==> config.mk <==
export PLATFORM = sky130hd
export DESIGN_NAME = adc_seq
export DESIGN_NICKNAME = d
export VERILOG_FILES = /design/src/rtl/adc_seq.sv
export SDC_FILE = /design/constraint.sdc
export NUM_CORES = 1
export LEC_CHECK = 0
export ABC_AREA = 1
export BUFFER_PORTS_ARGS = -buffer_cell sky130_fd_sc_hd__buf_2
export CAP_MARGIN = 20
export CELL_PAD_IN_SITES_DETAIL_PLACEMENT = 1
export CELL_PAD_IN_SITES_GLOBAL_PLACEMENT = 1
export CORE_UTILIZATION = 42
export CTS_BUF_LIST = sky130_fd_sc_hd__clkbuf_16
export DETAILED_ROUTE_END_ITERATION = 10
export GPL_TIMING_DRIVEN = 0
export PLACE_DENSITY = 0.92
export SLEW_MARGIN = 0
export SYNTH_ARGS = -nofsm -noshare
export SYNTH_HDL_FRONTEND = slang
export SYNTH_SLANG_ARGS = --single-unit
==> constraint.sdc <==
create_clock -name clk -period 6.1 [get_ports clk]
set_input_delay 0.915 -clock clk [delete_from_list [all_inputs] [get_ports clk]]
set_output_delay 0.915 -clock clk [all_outputs]
set_load 0.01 [all_outputs]
==> src/rtl/adc_seq.sv <==
module adc_seq #(
  parameter int NCH         = 8,
  parameter int SW          = 14,
  parameter int DW          = 16,
  parameter int AW          = 6,
  parameter int CONV_CYCLES = 12,
  parameter logic [AW-1:0] START_OFF = 6'h20
) (
  input  logic              clk,
  input  logic              rst_n,
  input  logic [AW-1:0]     reg_addr,
  input  logic              reg_rd,
  input  logic              reg_wr,
  input  logic [DW-1:0]     reg_wdata,
  output logic [DW-1:0]     reg_rdata,
  input  logic [NCH*SW-1:0] samples,
  output logic              busy
);
  localparam int PW = $clog2(NCH + 1);
  localparam int CW = $clog2(CONV_CYCLES + 1);

  logic [NCH-1:0]   mask;
  logic [SW-1:0]    res [NCH];
  logic [PW-1:0]    ptr, sel;
  logic [CW-1:0]    cnt;
  logic             hit;

  wire win_acc   = (reg_addr[AW-1:1] < (AW-1)'(NCH));
  wire start_rd  = reg_rd && (reg_addr == START_OFF);
  wire data_rd   = reg_rd && win_acc;
  wire mask_wr   = reg_wr && (reg_addr[AW-1:1] == '0);
  wire conv_done = busy && (cnt == '0);

  always_comb begin
    hit = 1'b0;
    sel = '0;
    for (int i = 0; i < NCH; i++)
      if (!hit && mask[i] && (PW'(i) >= ptr)) begin
        hit = 1'b1;
        sel = PW'(i);
      end
  end

  wire [SW-1:0] sel_res = res[sel[PW-1:0] < PW'(NCH) ? sel : '0];

  always_comb begin
    if (start_rd || (data_rd && busy)) reg_rdata = '1;
    else if (data_rd)                   reg_rdata = {{(DW-SW){sel_res[SW-1]}}, sel_res};
    else                                reg_rdata = '0;
  end

  always_ff @(posedge clk or negedge rst_n) begin
    if (!rst_n) begin
      mask <= '0;
      ptr  <= '0;
      busy <= 1'b0;
      cnt  <= '0;
    end else begin
      if (mask_wr) mask <= reg_wdata[NCH-1:0];
      if (start_rd) begin
        busy <= 1'b1;
        cnt  <= CW'(CONV_CYCLES - 1);
        ptr  <= '0;
      end else begin
        if (conv_done)         busy <= 1'b0;
        else if (busy)         cnt  <= cnt - 1'b1;
        if (data_rd && !busy)  ptr  <= sel + 1'b1;
      end
    end
  end

  for (genvar g = 0; g < NCH; g++) begin : g_ch
    always_ff @(posedge clk or negedge rst_n) begin
      if (!rst_n)                    res[g] <= '0;
      else if (conv_done && mask[g]) res[g] <= samples[g*SW +: SW];
    end

    AST_KEEP_DISABLED: assert property (@(posedge clk) disable iff (!rst_n)
      (conv_done && !mask[g]) |=> $stable(res[g])) else $error("disabled channel changed");
    AST_LOAD_ENABLED: assert property (@(posedge clk) disable iff (!rst_n)
      (conv_done && mask[g]) |=> (res[g] == $past(samples[g*SW +: SW]))) else $error("enabled channel not loaded");
  end

  AST_START_RESETS_PTR: assert property (@(posedge clk) disable iff (!rst_n)
    start_rd |=> (busy && ptr == '0)) else $error("start did not arm");
  AST_START_DATA: assert property (@(posedge clk) disable iff (!rst_n)
    start_rd |-> (reg_rdata == 16'hFFFF)) else $error("start data");
  AST_BUSY_HOLDS_PTR: assert property (@(posedge clk) disable iff (!rst_n)
    (data_rd && busy) |=> $stable(ptr)) else $error("pointer moved while busy");
  AST_BUSY_DATA: assert property (@(posedge clk) disable iff (!rst_n)
    (data_rd && busy) |-> (reg_rdata == 16'hFFFF)) else $error("busy data");
  AST_PTR_RANGE: assert property (@(posedge clk) disable iff (!rst_n)
    ptr <= PW'(NCH)) else $error("pointer out of range");
  AST_WRAP: assert property (@(posedge clk) disable iff (!rst_n)
    (data_rd && !busy && !hit) |=> (ptr == PW'(1))) else $error("wrap pointer");
  AST_OTHER_READ: assert property (@(posedge clk) disable iff (!rst_n)
    (reg_rd && !win_acc && !start_rd) |=> $stable(ptr)) else $error("stray read moved pointer");
endmodule

After elaboration in Yosys (flattened, before gate mapping)
Index checks and enable logic that the tools add are counted.
Operators by class
  reductions and logical operators: 44
  $add $sub $neg: 2
  equality and inequality tests: 2
  magnitude comparators: 11
  multiplexer cells: 27
  bitwise gates (word level): 1
Operator list (count)
  binary-select mux 14 bit (select 3 bit): 1
  2-to-1 mux 16 bit: 2
  logical AND 1 bit: 29
  2-to-1 mux 14 bit: 2
  2-to-1 mux 4 bit: 7
  >= comparator 3 x 4 -> 1 bit, first input constant: 4
  2-to-1 mux 1 bit: 10
  2-to-1 mux 3 bit: 3
  >= comparator 1 x 4 -> 1 bit, first input constant: 2
  >= comparator 2 x 4 -> 1 bit, first input constant: 2
  logical NOT 1 bit: 8
  equality test 6 bit, second input constant: 1
  nonzero test 2 bit: 3
  >= comparator 5 x 4 -> 1 bit, second input constant: 1
  logical NOT 5 bit: 1
  < comparator 5 x 4 -> 1 bit, second input constant: 1
  NOT 4 -> 5 bit: 1
  adder 4 x 1 -> 4 bit, second input constant: 1
  logical NOT 4 bit: 1
  < comparator 4 bit, second input constant: 1
  2-to-1 mux 2 bit: 2
  subtractor 4 x 1 -> 4 bit, second input constant: 1
  inequality test 2 bit, second input constant: 1
  AND reduction 2 bit: 1
  logical OR 1 bit: 1
Storage, ports and cells
  input bits: 138
  output and inout port bits: 17
  word-level logic and storage cells: 99
  flip-flop bits (word level): 129

Longest topological paths before layout
Gate-level depths: netlist (run 1).
  depth after elaboration: 39
  mapped depth: 15
  depth with buffers taken out: 12

Least setup slack after synthesis (run 1)
Ideal clock, no wire load.
  path kind: input -> output
  from: input reg_addr[4]
  to: output reg_rdata[10]
  data arrival time: 1.984 ns
  data required time: 5.185 ns
  setup slack: 3.201 ns
  path buffers: 1
  stages on the path: 4
  cells stage by stage: nor3_1 a21oi_1 clkbuf_1 nand2_1
On the way
  word-level cells in the longest chain between the ends: 5
  elaborated cells on any way between the ends: 8
  classes of those cells: order compare: 1; eq/ne: 1; mux: 2; reduce/logical: 4
RTL lines
  start: declaration: RTL line 11  | input logic [AW-1:0] reg_addr,
  < comparator 5 x 4 -> 1 bit: RTL line 28  | wire win_acc = (reg_addr[AW-1:1] < (AW-1)'(NCH));
  logical AND 1 bit: RTL line 30  | wire data_rd = reg_rd && win_acc;
  logical AND 1 bit: RTL line 47  | if (start_rd || (data_rd && busy)) reg_rdata = '1;
  logical OR 1 bit: RTL line 47
  2-to-1 mux 16 bit (*): RTL line 47
  end: declaration: RTL line 15  | output logic [DW-1:0] reg_rdata,
Every way passes the cells marked *; elsewhere a longest branch is shown, timed or not.

Worst setup path after layout (run 1)
  from: register ptr[3]
  to: output reg_rdata[15]
On the way
  word-level cells in the longest chain between the ends: 39
  elaborated cells on any way between the ends: 52
  classes of those cells: order compare: 9; mux: 20; bitwise: 1; reduce/logical: 22
RTL lines
  start: declaration: RTL line 24  | logic [PW-1:0] ptr, sel;
  start signal: assignment: RTL line 67  | if (data_rd && !busy) ptr <= sel + 1'b1;
  >= comparator 1 x 4 -> 1 bit: RTL line 38  | if (!hit && mask[i] && (PW'(i) >= ptr)) begin
  logical AND 1 bit: RTL line 38
  2-to-1 mux 1 bit: RTL line 38
  logical NOT 1 bit: RTL line 38
  logical AND 1 bit (2 in series): RTL line 38
  2-to-1 mux 1 bit: RTL line 38
  logical NOT 1 bit: RTL line 38
  logical AND 1 bit (2 in series): RTL line 38
  (+20 left out)
  2-to-1 mux 4 bit (*): RTL line 38
  < comparator 4 bit: RTL line 44  | wire [SW-1:0] sel_res = res[sel[PW-1:0] < PW'(NCH) ? sel : '0];
  2-to-1 mux 4 bit (*): RTL line 44
  NOT 4 -> 5 bit (*): RTL line 44
  binary-select mux 14 bit (select 3 bit) (*): RTL line 44
  2-to-1 mux 14 bit (*) (2 in series): RTL line 44
  2-to-1 mux 16 bit (*): RTL line 48  | else if (data_rd) reg_rdata = {{(DW-SW){sel_res[SW-1]}}, sel_res};
  2-to-1 mux 16 bit (*): RTL line 47
Every way passes the cells marked *; elsewhere a longest branch is shown, timed or not. The select of a mux whose other input is x is not followed.

==> results of run 1 <==
-- layout make-up --
class	instances	share of cell area [%]
Multi-Input combinational cell	532	31.8
Tap cell	211	3.21
Clock buffer	17	5.17
Clock inverter	12	1.86
Timing Repair Buffer	148	9.39
Inverter	130	5.93
Sequential cell	129	39.3
Buffer	52	3.41
-- kinds of logic after synthesis --
kind of cell | count (synthesis)
flip-flops | 129
buffers and inverters | 182
multiplexers | 7
XOR/XNOR | 1
AND/OR/NAND/NOR | 398
AO/OA/AOI/OAI | 124
adder cells (fa/ha/maj) | 2
-- metal layers --
metal	routed length, µm	GRT usage [%]	vias to the layer above
met2	11200	50.3	262
met5	0	0	-
met3	1360	5.07	53
met1	9550	38.0	3257
met4	703	11.4	0
li1	-	-	3083
-- flip-flops by register name, indices dropped and copies added (netlist names) --
name	flops
ptr	4
busy	1
cnt	4
res	112
mask	8
-- cells in the final DEF (no fill, tap or decap), types with 3 or more instances in the layout --
master	n
sky130_fd_sc_hd__nor3_1	3
sky130_fd_sc_hd__nor2_4	3
sky130_fd_sc_hd__mux2_2	7
sky130_fd_sc_hd__o21ai_0	5
sky130_fd_sc_hd__inv_1	132
sky130_fd_sc_hd__nand2_1	96
sky130_fd_sc_hd__bufinv_16	4
sky130_fd_sc_hd__clkbuf_1	22
sky130_fd_sc_hd__dfrtp_1	129
sky130_fd_sc_hd__nand3_1	106
sky130_fd_sc_hd__buf_4	7
sky130_fd_sc_hd__clkbuf_16	17
sky130_fd_sc_hd__nand2_2	5
sky130_fd_sc_hd__nor2_1	119
sky130_fd_sc_hd__buf_2	162
sky130_fd_sc_hd__buf_6	6
sky130_fd_sc_hd__nand4_1	57
sky130_fd_sc_hd__a21oi_1	115
sky130_fd_sc_hd__clkinv_1	3
sky130_fd_sc_hd__nand3_2	5
-- path summary, 6_finish.rpt --
kind                       cells after the start             endpoint  slack (ps)
min                                            1  res[82]$_DFFE_PN0P_         400
min in group clk                               2   cnt[0]$_DFFE_PN0P_         510
max reg2reg                                    8  res[80]$_DFFE_PN0P_        3740
max in group asynchronous                      2  res[13]$_DFFE_PN0P_        4910
min reg2reg                                    2   cnt[0]$_DFFE_PN0P_         510
max                                           12        reg_rdata[15]        2310
-- worst reg2reg max path: cells and delay by family (launching register included) --
| kind | cells | cell delay (ps) |
|---|---|---|
| AOI/OAI and AO/OA | 1 | 60 |
| adders and majority gates | 1 | 190 |
| DFF | 1 | 380 |
| buffers and inverters | 2 | 450 |
| and+or+nand+nor | 4 | 1150 |
-- power by group through the flow --
| stage | logic, mW | clock network, mW | registers [mW] |
|---|---|---|---|
| 6_report | 2.24 | 1.03 | 1.43 |
| 5_1_grt | 2.45 | 1.07 | 1.47 |
| 4_1_cts | 2.21 | 1.04 | 1.43 |
| 3_5_place_dp | 2.15 | 0 | 1.43 |
| 3_3_place_gp | 2.04 | 0 | 1.40 |
| 2_1_floorplan | 1.51 | 0 | 1.38 |
-- stage by stage --
| step | power [mW] | setup slack (ps) | hold WS (ps) | utilization [%] | cells |
|---|---|---|---|---|---|
| floorplan | 2.89 | 3200 | 467 | - | 843 |
| detailed placement | 3.58 | 2170 | 506 | 50.1 | 1201 |
| global placement | 3.44 | 2230 | 484 | 49.8 | 1200 |
| finish | 4.71 | 2310 | 405 | 53.9 | 1231 |
| global route | 4.99 | 2180 | 433 | 53.9 | 1231 |
| CTS | 4.68 | 2140 | 414 | 53.8 | 1230 |
==> parameters.txt, run 1 <==
Parameter                              Value

Run status
  Status    complete, no violations

Floorplanning
  Row count    45
  IO Count    155
  Die H    127 µm
  Initial Util    43.3%
  Area inside the core boundary    0.0153 mm²
  Chip width    127 µm
  Die ar.    0.0162 mm²

Timing
  Number of pins exceeding their max-slew limit in the final report    0
  Post-route minimum period    3790 ps
  Worst-case headroom to the max-slew limit    58.8%
  RSZ-0062 raised after global routing    no
  Final-layout setup total negative slack    0 ps
  Final setup violation count    0
  Maximum clock frequency    264 MHz
  Worst Clk Skew    8.01 ps
  Worst slew pin tran    618 ps
  Period Utilization, post-route    62.2%
  Final hold vios    0

Clock tree
  Clock-pin slew on the worst setup and hold paths    50 ps
  PostCTS Resize Cnt    0
  Clock root buffer    sky130_fd_sc_hd__clkbuf_16
  TritonCTS clock tree    yes
  Maximum clock path buffer count    2
  Post-CTS Setup Repair Bufs    0
  Clock latency on the worst-skew pair    430 ps
  Total number of clock tree sinks    129
  CTS Hold Buffers Added    0
  H-tree lvl count    4
  Num CTS Buffers    17

Critical path
  Critical setup path kind    register to output pin
  Endpoint kind of the worst setup timing path    output pin
  Startpoint types    register
  Slowest stage cell, crit path    sky130_fd_sc_hd__dfrtp_1
  Required time of the critical path    5180 ps
  CP cell instances    nor2_4 > nand3_2 > a21bo_2 > buf_2 > buf_2 > nand4_1 > nand3_1 > nand3_1 > nand3_1 > nand2_1 > buf_4 > buf_2
  CP max stage delay    450 ps
  Crit Path Max Fanout    10
  Buffering stage count on the worst path with inverters included    4
  Delay-heaviest family, CP    simple AND/OR/NAND/NOR gates
  Worst setup path startpoint    ptr[3]$_DFFE_PN0P_
  Arrival @ worst endpoint    2880 ps
  Worst reg2reg path startpoint    cnt[0]$_DFFE_PN0P_

Power and ir drop
  NetSw    2.00 mW
  Share of power burned in the clock network    21.9%
  Proportion of total power due to net switching    42.6%
  Leakage component of the power    4.43 nW
  Reg power frac    30.4%
  Cell internal pwr    2.70 mW
  PwrDens    572 mW/mm²
  Peak VDD IR    298 µV
  Logic pwr share    47.7%

Routing
  Number of remaining DRC errors    0
  Average vias per placed instance    5.41
  Drt first-iter violations    547
  DRT Pass-1 Iters    5
  Final WL    22800 µm
  Count of vias placed by the detailed router    6655
  Remaining antenna violation count after routing    0
  WL per Instance    18.5 µm

Final layout
  Footprint of the multi-input gates    0.00261 mm²
  Sequential standard cell area    0.00323 mm²
  Fill cell instance count of the final layout    1929
  Layout cells sized above 1    22.1%
  N_diodes    0
  Post-route cell area    0.00822 mm²
  Post-layout net count    1150
  Area growth syn-to-layout    24.4%

Placed design
  IO Port Bufs    146
  Sum of net half-perimeters after detailed placement    16400 µm
  Area post-placement    0.00764 mm²
  Weighted congestion reported at the end of routability-driven placement    0.840

Yosys
  Commonest cells in the netlist    sky130_fd_sc_hd__dfrtp_1 (129), sky130_fd_sc_hd__inv_1 (129), sky130_fd_sc_hd__nor2_1 (119)
  EDFF count, synth    0
  Average footprint of a synthesized cell    7.84 µm²
  Synthesized-area fraction occupied by adder cells    0.379%
  Library cell with the largest summed area after synthesis    sky130_fd_sc_hd__dfrtp_1
  Synthesis-stage register bit count    129
  Synth top area share    48.8%
  Post-synthesis cell area    0.00661 mm²
  Fraction of synthesized area in multiplexers    1.19%
  FFs w/ async S/R, synth    100%
  Top cells by area in the synthesized netlist    sky130_fd_sc_hd__dfrtp_1 (49%), sky130_fd_sc_hd__a21oi_1 (8.7%), sky130_fd_sc_hd__nand3_1 (8.0%)
  Simple-gate share of the synthesized area    28.2%
  Gate count after technology mapping    843
  Count of different cell masters after synthesis    28
  Combinational family with the most area after synthesis    simple AND/OR/NAND/NOR gates
  Synth Area in XOR/XNOR    0.133%
  Synthesized net count    983
  Top_reg_cell synth    sky130_fd_sc_hd__dfrtp_1
  Yosys warning total    0
  Sequential share of the synthesized area    48.8%
  Compound-gate portion of the synthesized area    9.62%

GRT
  Global Route Usage Sum    29.7%
  Congestion Overflow GR    0
  Number of antenna violations at the first check in global routing    0
  Vias in the first global route    6960
  Global-route wire length before repair    36500 µm
  Maximum number of pins on one net before global-route repair    88

Hold path
  Worst Hold Class    input pin to asynchronous set/reset pin

Run
  Maxcap violations    0
No activity file was read; power rests on OpenSTA's default activity.
==> run 2: changes to the inputs <==
--- a/config.mk
+++ b/config.mk
@@ -10,11 +10,11 @@
 export CAP_MARGIN = 20
 export CELL_PAD_IN_SITES_DETAIL_PLACEMENT = 1
 export CELL_PAD_IN_SITES_GLOBAL_PLACEMENT = 1
-export CORE_UTILIZATION = 42
+export CORE_UTILIZATION = 39
 export CTS_BUF_LIST = sky130_fd_sc_hd__clkbuf_16
 export DETAILED_ROUTE_END_ITERATION = 10
 export GPL_TIMING_DRIVEN = 0
-export PLACE_DENSITY = 0.92
+export PLACE_DENSITY = 0.87
 export SLEW_MARGIN = 0
 export SYNTH_ARGS = -nofsm -noshare
 export SYNTH_HDL_FRONTEND = slang
==> constraint.sdc (replaced) <==
create_clock -name clk -period 3.9 [get_ports clk]
set_input_delay 0.585 -clock clk [delete_from_list [all_inputs] [get_ports clk]]
set_output_delay 0.585 -clock clk [all_outputs]
set_load 0.01 [all_outputs]
==> parameters.txt, run 2 (synthesis gave the netlist of run 1 again) <==
Parameter                              Value

Power and ir drop
  Reg power frac    30.5%
  PwrDens    880 mW/mm²
  Logic pwr share    47.6%
  NetSw    3.12 mW
  Leakage component of the power    4.41 nW
  Share of power burned in the clock network    21.9%
  Peak VDD IR    418 µV
  Cell internal pwr    4.14 mW
  Proportion of total power due to net switching    43.0%

Final layout
  Largest register by flop count    res
  Footprint of the multi-input gates    0.00261 mm²
  Commonest non-fill, non-tap cells in the layout    sky130_fd_sc_hd__buf_2 (162), sky130_fd_sc_hd__inv_1 (129), sky130_fd_sc_hd__dfrtp_1 (129), sky130_fd_sc_hd__nor2_1 (119), sky130_fd_sc_hd__a21oi_1 (115)
  Post-route cell area    0.00824 mm²
  Area growth syn-to-layout    24.7%
  Post-layout net count    1150
  Regs by FF count    res: 112 flops, mask: 8 flops
  N_diodes    0
  Fill cell instance count of the final layout    2130
  Sequential standard cell area    0.00323 mm²
  Layout cells sized above 1    22.9%
  Leading cell type in the layout, fill and taps excluded    sky130_fd_sc_hd__buf_2
  Flip-flop count of the largest register, all copies and words added    112

Clock tree
  Clock-pin slew on the worst setup and hold paths    60 ps
  Post-CTS Setup Repair Bufs    0
  PostCTS Resize Cnt    0
  Clock root buffer    sky130_fd_sc_hd__clkbuf_16
  Num CTS Buffers    17
  TritonCTS clock tree    yes
  Total number of clock tree sinks    129
  Maximum clock path buffer count    2
  CTS Hold Buffers Added    0
  H-tree lvl count    4
  Clock latency on the worst-skew pair    430 ps

Routing
  Remaining antenna violation count after routing    0
  WL per Instance    17.6 µm
  Drt first-iter violations    436
  Final WL    21900 µm
  DRT Pass-1 Iters    5
  Count of vias placed by the detailed router    6518
  Number of remaining DRC errors    0
  Average vias per placed instance    5.24

Timing
  Final hold vios    0
  Worst Clk Skew    10.3 ps
  Final-layout setup total negative slack    0 ps
  RSZ-0062 raised after global routing    no
  Final setup violation count    0
  Post-route minimum period    3370 ps
  Hold_ws    101 ps
  Period Utilization, post-route    86.5%
  Maximum clock frequency    296 MHz
  Number of pins exceeding their max-slew limit in the final report    0
  Worst slew pin tran    631 ps
  Worst-case headroom to the max-slew limit    57.9%

Critical path
  Arrival @ worst endpoint    2790 ps
  Slack of the worst reg-to-reg path    1540 ps
  Startpoint types    register
  Reg2Reg Capture Point    res[64]$_DFFE_PN0P_
  Required time of the critical path    3310 ps
  Crit Path Max Fanout    10
  Reg2Reg Depth    8
  Endpoint kind of the worst setup timing path    output pin
  Worst reg2reg path startpoint    cnt[0]$_DFFE_PN0P_
  Critical setup path kind    register to output pin

Placed design
  Sum of net half-perimeters after detailed placement    16500 µm
  Area post-placement    0.00765 mm²
  IO Port Bufs    146
  Weighted congestion reported at the end of routability-driven placement    0.827

Floorplanning
  IO Count    155
  Initial Util    39.9%
  Die ar.    0.0175 mm²
  Chip width    132 µm
  Row count    47
  Area inside the core boundary    0.0166 mm²
  Die H    132 µm

GRT
  Global-route wire length before repair    35400 µm
  Global Route Usage Sum    26.5%
  Congestion Overflow GR    0
  Maximum number of pins on one net before global-route repair    84
  Number of antenna violations at the first check in global routing    0
  Vias in the first global route    6897

Run status
  Status    complete, no violations

Hold path
  Worst Hold Class    input pin to asynchronous set/reset pin

Run
  Maxcap violations    0
## run 2: routing by layer
layer,GRT usage (%),part of all wire [%]
met1,34.1,43
met2,43.6,49
met3,5.50,5.8
met4,10.5,2.5
met5,0,0
## run 2: final cells by class
cell class | instances | area share [%]
clock buffer | 17 | 5.16
buffer | 52 | 3.40
sequential | 129 | 39.2
inverter | 130 | 5.92
multi-input combinational | 532 | 31.7
timing repair buffer | 148 | 9.37
clock inverter | 15 | 1.96
tap | 220 | 3.34
## run 2: worst max path at each step
| stage | startpoint | to | cells past startpoint |
|---|---|---|---|
| after floorplan | ptr[3]$_DFFE_PN0P_ | reg_rdata[14] | 13 |
| after global placement | rst_n | cnt[1]$_DFFE_PN0P_ | 1 |
| after detailed placement | reg_addr[4] | reg_rdata[5] | 6 |
| after CTS | ptr[0]$_DFFE_PN0P_ | reg_rdata[14] | 15 |
| after global routing | ptr[1]$_DFFE_PN0P_ | reg_rdata[6] | 12 |
| final | ptr[0]$_DFFE_PN0P_ | reg_rdata[14] | 13 |
## run 2: power groups by stage
stage	logic [mW]	registers (mW)	clock network, mW
floorplan	2.36	2.16	0
global placement	3.23	2.19	0
detailed placement	3.36	2.23	0
CTS	3.40	2.21	1.61
global route	3.81	2.28	1.66
finish	3.45	2.22	1.59
## run 2: stage by stage
| step | util (%) | setup slack, ps | instances | total power, mW |
|---|---|---|---|---|
| 2_1_floorplan | - | 1460 | 843 | 4.52 |
| 3_3_place_gp | 45.9 | 520 | 1209 | 5.42 |
| 3_5_place_dp | 46.1 | 637 | 1210 | 5.60 |
| 4_1_cts | 49.7 | 544 | 1242 | 7.23 |
| 5_1_grt | 49.7 | 298 | 1243 | 7.75 |
| 6_report | 49.7 | 527 | 1243 | 7.25 |
## run 2: worst max-delay path, stage by stage, from the launching register on
cell and delay [ps]:
sky130_fd_sc_hd__dfrtp_1 410, sky130_fd_sc_hd__nor2_1 190, sky130_fd_sc_hd__nor2_1 60, sky130_fd_sc_hd__nor2_1 130, sky130_fd_sc_hd__nand2_2 130, sky130_fd_sc_hd__nand4_4 160
sky130_fd_sc_hd__buf_1 390, sky130_fd_sc_hd__nand4_1 170, sky130_fd_sc_hd__nand3_1 130, sky130_fd_sc_hd__nand3_1 80, sky130_fd_sc_hd__nand3_1 80, sky130_fd_sc_hd__nand2_1 110
sky130_fd_sc_hd__buf_4 180, sky130_fd_sc_hd__buf_2 130
